--- src/rtl/acc_alu_pkg.sv ---
package acc_alu_pkg;
    localparam int unsigned DW    = 8;
    localparam int unsigned NIB   = DW / 2;
    localparam int unsigned FLAGW = 3;
    localparam int unsigned OPW   = 4;

    typedef enum logic [OPW-1:0] {
        OP_AND  = 4'd0,
        OP_OR   = 4'd1,
        OP_XOR  = 4'd2,
        OP_NOTF = 4'd3,
        OP_NOTW = 4'd4,
        OP_ROL  = 4'd5,
        OP_ROR  = 4'd6,
        OP_SWAP = 4'd7,
        OP_INC  = 4'd8,
        OP_DEC  = 4'd9,
        OP_ADD  = 4'd10,
        OP_SUB  = 4'd11
    } op_e;

    // Packed so that z lands at bit 2, dc at bit 1 and c at bit 0
    typedef struct packed {
        logic z;
        logic dc;
        logic c;
    } flags_t;

    typedef struct packed {
        logic [DW-1:0] w;
        flags_t        fl;
    } core_state_t;
endpackage

--- src/rtl/alu_logic_unit.sv ---
module alu_logic_unit
    import acc_alu_pkg::*;
(
    input  logic [OPW-1:0] op,
    input  logic [DW-1:0]  a_w,
    input  logic [DW-1:0]  a_f,
    input  logic           c_in,
    output logic [DW-1:0]  res,
    output logic           c_out,
    output logic           hit,
    output logic           upd_z,
    output logic           upd_c
);
    always_comb begin
        res   = '0;
        c_out = c_in;
        hit   = 1'b1;
        upd_z = 1'b0;
        upd_c = 1'b0;
        unique case (op)
            OP_AND:  begin res = a_w & a_f; upd_z = 1'b1; end
            OP_OR:   begin res = a_w | a_f; upd_z = 1'b1; end
            OP_XOR:  begin res = a_w ^ a_f; upd_z = 1'b1; end
            OP_NOTF: begin res = ~a_f;      upd_z = 1'b1; end
            OP_NOTW: begin res = ~a_w;      upd_z = 1'b1; end
            OP_ROL: begin
                res   = {a_f[DW-2:0], c_in};
                c_out = a_f[DW-1];
                upd_c = 1'b1;
            end
            OP_ROR: begin
                res   = {c_in, a_f[DW-1:1]};
                c_out = a_f[0];
                upd_c = 1'b1;
            end
            OP_SWAP: res = {a_f[NIB-1:0], a_f[DW-1:NIB]};
            default: hit = 1'b0;
        endcase
    end
endmodule

--- src/rtl/alu_arith_unit.sv ---
module alu_arith_unit
    import acc_alu_pkg::*;
(
    input  logic [OPW-1:0] op,
    input  logic [DW-1:0]  a_w,
    input  logic [DW-1:0]  a_f,
    output logic [DW-1:0]  res,
    output logic           c_out,
    output logic           dc_out,
    output logic           hit,
    output logic           upd_cdc
);
    logic [DW:0]  wide;
    logic [NIB:0] low;

    always_comb begin
        wide    = '0;
        low     = '0;
        hit     = 1'b1;
        upd_cdc = 1'b0;
        unique case (op)
            OP_INC: wide = {1'b0, a_f} + {{DW{1'b0}}, 1'b1};
            OP_DEC: wide = {1'b0, a_f} - {{DW{1'b0}}, 1'b1};
            OP_ADD: begin
                wide    = {1'b0, a_w} + {1'b0, a_f};
                low     = {1'b0, a_w[NIB-1:0]} + {1'b0, a_f[NIB-1:0]};
                upd_cdc = 1'b1;
            end
            OP_SUB: begin
                wide    = {1'b0, a_f} - {1'b0, a_w};
                low     = {1'b0, a_f[NIB-1:0]} - {1'b0, a_w[NIB-1:0]};
                upd_cdc = 1'b1;
            end
            default: hit = 1'b0;
        endcase
        res = wide[DW-1:0];
        // Subtract reports the inverted borrow in both carry flags
        if (op == OP_SUB) begin
            c_out  = ~wide[DW];
            dc_out = ~low[NIB];
        end else begin
            c_out  = wide[DW];
            dc_out = low[NIB];
        end
    end
endmodule

--- src/rtl/acc_alu_core.sv ---
module acc_alu_core
    import acc_alu_pkg::*;
(
    input  logic           clk,
    input  logic           rst,
    input  logic           op_valid,
    input  logic [OPW-1:0] op_sel,
    input  logic           dest_sel,
    input  logic [DW-1:0]  file_in,
    input  logic [DW-1:0]  stat_in,
    output logic [DW-1:0]  result,
    output logic           w_we,
    output logic           f_we,
    output logic [DW-1:0]  f_wdata,
    output logic [DW-1:0]  w_q,
    output logic [DW-1:0]  stat_out
);
    core_state_t st_q, st_d;

    logic [DW-1:0] lg_res, ar_res;
    logic          lg_c, lg_hit, lg_upd_z, lg_upd_c;
    logic          ar_c, ar_dc, ar_hit, ar_upd_cdc;
    logic          legal, fire, to_w;

    alu_logic_unit u_logic (
        .op    (op_sel),
        .a_w   (st_q.w),
        .a_f   (file_in),
        .c_in  (st_q.fl.c),
        .res   (lg_res),
        .c_out (lg_c),
        .hit   (lg_hit),
        .upd_z (lg_upd_z),
        .upd_c (lg_upd_c)
    );

    alu_arith_unit u_arith (
        .op      (op_sel),
        .a_w     (st_q.w),
        .a_f     (file_in),
        .res     (ar_res),
        .c_out   (ar_c),
        .dc_out  (ar_dc),
        .hit     (ar_hit),
        .upd_cdc (ar_upd_cdc)
    );

    always_comb begin
        legal  = lg_hit | ar_hit;
        fire   = op_valid & legal;
        result = ar_hit ? ar_res : lg_res;
        to_w   = (dest_sel == 1'b0) || (op_sel == OP_SWAP);
        w_we   = fire & to_w;
        f_we   = fire & ~to_w;
        st_d   = st_q;
        if (w_we) st_d.w = result;
        if (fire) begin
            if (lg_upd_z || ar_hit) st_d.fl.z  = (result == '0);
            if (lg_upd_c)           st_d.fl.c  = lg_c;
            if (ar_upd_cdc) begin
                st_d.fl.c  = ar_c;
                st_d.fl.dc = ar_dc;
            end
        end
        if (rst) st_d = '0;
    end

    always_ff @(posedge clk) begin
        st_q <= st_d;
    end

    assign f_wdata  = result;
    assign w_q      = st_q.w;
    assign stat_out = {stat_in[DW-1:FLAGW], st_q.fl};

    // only one destination is written per operation
    a_r9_one_dest: assert property (@(posedge clk) disable iff (rst)
        $onehot0({w_we, f_we}));

    // the swap code is forced to the accumulator
    a_r5_swap_to_w: assert property (@(posedge clk) disable iff (rst)
        (op_valid && op_sel == OP_SWAP) |-> (w_we && !f_we));

    // the swap leaves every flag alone
    a_r5_swap_flags: assert property (@(posedge clk) disable iff (rst)
        (op_valid && op_sel == OP_SWAP) |=> (stat_out[2:0] == $past(stat_out[2:0])));

    // rotates keep Z and DC
    a_r4_rot_keep: assert property (@(posedge clk) disable iff (rst)
        (op_valid && (op_sel == OP_ROL || op_sel == OP_ROR))
        |=> (stat_out[2:1] == $past(stat_out[2:1])));

    // idle or undefined strobes change nothing
    a_r11_hold: assert property (@(posedge clk) disable iff (rst)
        (!op_valid || op_sel > OP_SUB)
        |=> (w_q == $past(w_q) && stat_out[2:0] == $past(stat_out[2:0])));

    // add carry agrees with a 9-bit sum
    a_r7_add_carry: assert property (@(posedge clk) disable iff (rst)
        (op_valid && op_sel == OP_ADD)
        |=> (stat_out[0] == (({1'b0, $past(w_q)} + {1'b0, $past(file_in)}) > 9'd255)));

    // reset clears the accumulator and the flags
    a_r1_reset: assert property (@(posedge clk)
        rst |=> (w_q == '0 && stat_out[2:0] == '0));
endmodule

--- config.mk ---
export PLATFORM = sky130hd
export DESIGN_NAME = acc_alu_core
export DESIGN_NICKNAME = d
export VERILOG_FILES = /design/src/rtl/acc_alu_pkg.sv /design/src/rtl/alu_logic_unit.sv /design/src/rtl/alu_arith_unit.sv /design/src/rtl/acc_alu_core.sv
export SDC_FILE = /design/constraint.sdc
export NUM_CORES = 1
export LEC_CHECK = 0
export BUFFER_PORTS_ARGS = -buffer_cell sky130_fd_sc_hd__buf_2
export CAP_MARGIN = 20
export CORE_ASPECT_RATIO = 0.6
export CORE_UTILIZATION = 50
export CTS_BUF_LIST = sky130_fd_sc_hd__clkbuf_2
export DETAILED_ROUTE_END_ITERATION = 6
export GPL_TIMING_DRIVEN = 0
export PLACE_DENSITY_LB_ADDON = 0.05
export SLEW_MARGIN = 30
export SYNTH_ARGS = -nofsm -noshare
export SYNTH_HDL_FRONTEND = slang
export SYNTH_SLANG_ARGS = --single-unit
--- constraint.sdc ---
create_clock -name clk -period 3.8 [get_ports clk]
set_input_delay 0.57 -clock clk [delete_from_list [all_inputs] [get_ports clk]]
set_output_delay 0.57 -clock clk [all_outputs]
set_load 0.02 [all_outputs]
==> impl_results.md <==
- DR WL/cell: 19.1 um
- Syn Std Cell Area: 2230 sq um
- Total power: 684 uW
- Reg2reg start: w_q[2]
- Number of port buffers: 46
- CTS Buf Count: 3
- Clock-pin slew on the worst setup and hold paths: 0.11 ns
- CP Buf/Inv Count: 6
- CTS tree: built
- Crit start category: input pin
- Final worst path period share: 99.0%
- CP Class: in2out
- LEAKAGE: 1.40 nW
- Layout Nets: 433
- Final setup fails: 0
- Slew headroom: 57.6%
- Post-Syn Area per Cell: 7.09 sq um
- GRT Util Overall: 34.4%
- R2R Setup Slk: 0.53 ns
- Top cell type's share of synthesized area: 16.2%
- CP startpoint: op_sel[1]
- Worst path depth: 17
- Top FF cell, synth: dfxtp_1
- Initial antenna violation count: 0
- Chip height: 53.8 um
- Top-count cell post-synth: nor2_1
- Die width: 88.3 um
- Die area: 4750 sq um
- Slew Limit Fails: 0
- Number of remaining DRC errors: 0
- Gate Count Post-Synth: 315
- Dpl hpwl: 6080 um
- YS warnings: 0
- IO Pins: 58
- Req. time, crit path: 3.23 ns
- Worst hold path type: reg2reg
- Crit Path Max Fanout: 19
- Worst path top cell family by delay: compound AO/OA/AOI/OAI gates
- Commonest cells post-synth: nor2_1, ha_1, inv_1, nand2_1, o21ai_0
- Worst Tran Pin Value: 0.636 ns
- Initial Util: 53.3%
- Worst slack, placed: -0.625 ns
- Status: finished clean
- Vias in the first global route: 2302
- Max-Cap Viols: 0
- Crit path to: result[7]
- Yosys reg bits: 11
- Clk root buf: clkbuf_2
- Hold Buf Count CTS: 0
- Endpoints failing hold: 0
- CP arrival: 3.19 ns
- Crit-path cells: buf_12, buf_12, buf_12, a21oi_2, nand2_1, a21oi_2, nor2_1, ha_1, buf_6, o21a_1, o31ai_4, a21oi_2, a2111oi_2, a31oi_1, o21ai_2, buf_6, buf_6
- DR iter-0 viols: 314
- GR Overflow Total: 0
- F_max: 266 MHz
- Setup ws final: 0.0380 ns
- Row cnt: 18
- Final Hold Slack: 0.491 ns
- RePlAce Congestion: 0.940
- Pin count of the biggest net entering global routing: 20
- Sink Count: 11
- Detailed Route WL: 8370 um
- Crit path capture type: primary output
- Final ANT Viol Nets: 0
- Slowest cell on crit path: a2111oi_2
- Vias per cell: 6.24
- Share of cells above drive strength 1: 33.1%
- Worst vdd ir: 252 uV
- Async SR Flop Fraction: 0%
- Pre-antenna DRT Iters: 5
- Register area share after synthesis: 9.86%
- Fin Clk Skew: 0.000617 ns
- Final Critical Period: 3.76 ns
- FILL cells: 372
- Post-synth cell types: 55
- Core area: 4190 sq um
- H-tree levels: 1
- Number of synthesized flops with an enable pin: 0
- Reg2reg end: stat_out[2]
- Global-route wire length before repair: 12000 um
- RSZ-0062 raised after global routing: yes
- Top post-synthesis cells by area: ha_1, dfxtp_1, nor2_1
- Clock Latency Late Sink: 0.26 ns
- Layout area overhead: 29.6%
- Total nets after synthesis: 369
- Ant diodes: 0
- Routed vias: 2734
- CP peak stage delay: 0.37 ns
- PD cells: 236 nW/um^2
- CTS max path bufs: 2
- R2R depth: 14
- Post-synth top area cell: ha_1
-- logic make-up after synthesis --
family,count (synthesis),share of synthesized area (%)
muxes,11,6.27
and+or+nand+nor,98,20.1
AOI/OAI and AO/OA,98,30.0
adders and majority gates,30,17.1
buffers and inverters,61,14.2
DFF,11,9.86
xor gates and xnor gates,6,2.35
-- metal layers --
metal | GRT usage, % | routed length (um) | part of all wire (%) | up-vias
li1 | - | - | - | 1259
met1 | 51.2 | 3790 | 45 | 1266
met5 | 0 | 0 | 0 | -
met2 | 51.5 | 3420 | 41 | 184
met3 | 6.13 | 987 | 12 | 25
met4 | 7.26 | 167 | 2.0 | 0
-- flip-flops by register name, summed over array words and instances, names as in the netlist --
signal,cells
w_q,8
stat_out,3
-- final cells by class --
cell class                      instances  area, sq um  share of cell area, %
Timing Repair Buffer                   62          385                   13.3
Clock buffer                            4         20.0                  0.692
Multi-Input combinational cell        243         1820                   62.8
Tap cell                               60         75.1                   2.59
Sequential cell                        11          230                   7.96
Inverter                               28          105                   3.63
Buffer                                 30          262                   9.04
-- metrics by stage --
| stage | utilization, % | cell area (sq um) | cells | TNS (ns) |
|---|---|---|---|---|
| after floorplan | - | 2250 | 315 | 0 |
| after global placement | 61.0 | 2550 | 421 | -3.35 |
| after detailed placement | 61.0 | 2550 | 421 | -3.44 |
| after CTS | 64.9 | 2720 | 431 | 0 |
| after global routing | 69.1 | 2890 | 438 | -0.152 |
| final | 69.1 | 2890 | 438 | 0 |
-- power breakdown --
group	internal [mW]	leakage, nW	total [mW]	switching, mW
logic	0.202	1.29	0.481	0.279
registers	0.123	0.0923	0.136	0.0129
clock network	0.0279	0.0166	0.0677	0.0397
total	0.352	1.40	0.684	0.332
-- layout by cell type (no fill, tap or decap), drive strengths merged, types with 2 or more instances in the layout --
cell | Yosys | routed
a2111oi | 2 | 2
a211o | 2 | 2
a211oi | 7 | 7
a21o | 2 | 2
a21oi | 19 | 19
a221oi | 2 | 2
a22oi | 4 | 4
a311oi | 5 | 5
a31oi | 6 | 6
a41oi | 2 | 2
and3 | 2 | 2
buf | 27 | 87
clkbuf | 6 | 9
dfxtp | 11 | 11
ha | 29 | 29
inv | 28 | 28
mux2i | 8 | 8
mux4 | 2 | 2
nand2 | 25 | 25
nand2b | 6 | 6
nand3 | 8 | 8
nand4 | 2 | 2
nor2 | 38 | 38
nor2b | 6 | 6
nor3 | 5 | 5
nor4 | 2 | 2
o211ai | 2 | 2
o21a | 5 | 5
o21ai | 23 | 23
o221ai | 4 | 4
o22ai | 3 | 3
o31ai | 2 | 2
or4 | 2 | 2
xnor2 | 4 | 4
xor2 | 2 | 2
-- worst min-delay path, cell delays in order (launching register included) --
cell and delay (ns):
dfxtp_1 0.33, nand3_1 0.07, o41ai_2 0.06
-- what timing repair did --
item                                    in CTS  in global routing
buffers inserted                             8                  8
pin swaps                                   11                 16
endpoints found under the setup margin      10                  8
gates resized for setup                     28                 39
-- worst min-delay path by stage --
stage | startpoint | to | slack, ns | depth (start not counted)
2_1_floorplan | stat_out[0] | stat_out[0] | 0.51 | 2
3_3_place_gp | stat_out[2] | stat_out[2] | 0.47 | 2
3_5_place_dp | stat_out[2] | stat_out[2] | 0.46 | 2
4_1_cts | stat_out[2] | stat_out[2] | 0.49 | 2
5_1_grt | stat_out[2] | stat_out[2] | 0.54 | 2
6_report | stat_out[2] | stat_out[2] | 0.49 | 2
Power figures use the tool's default switching activity.
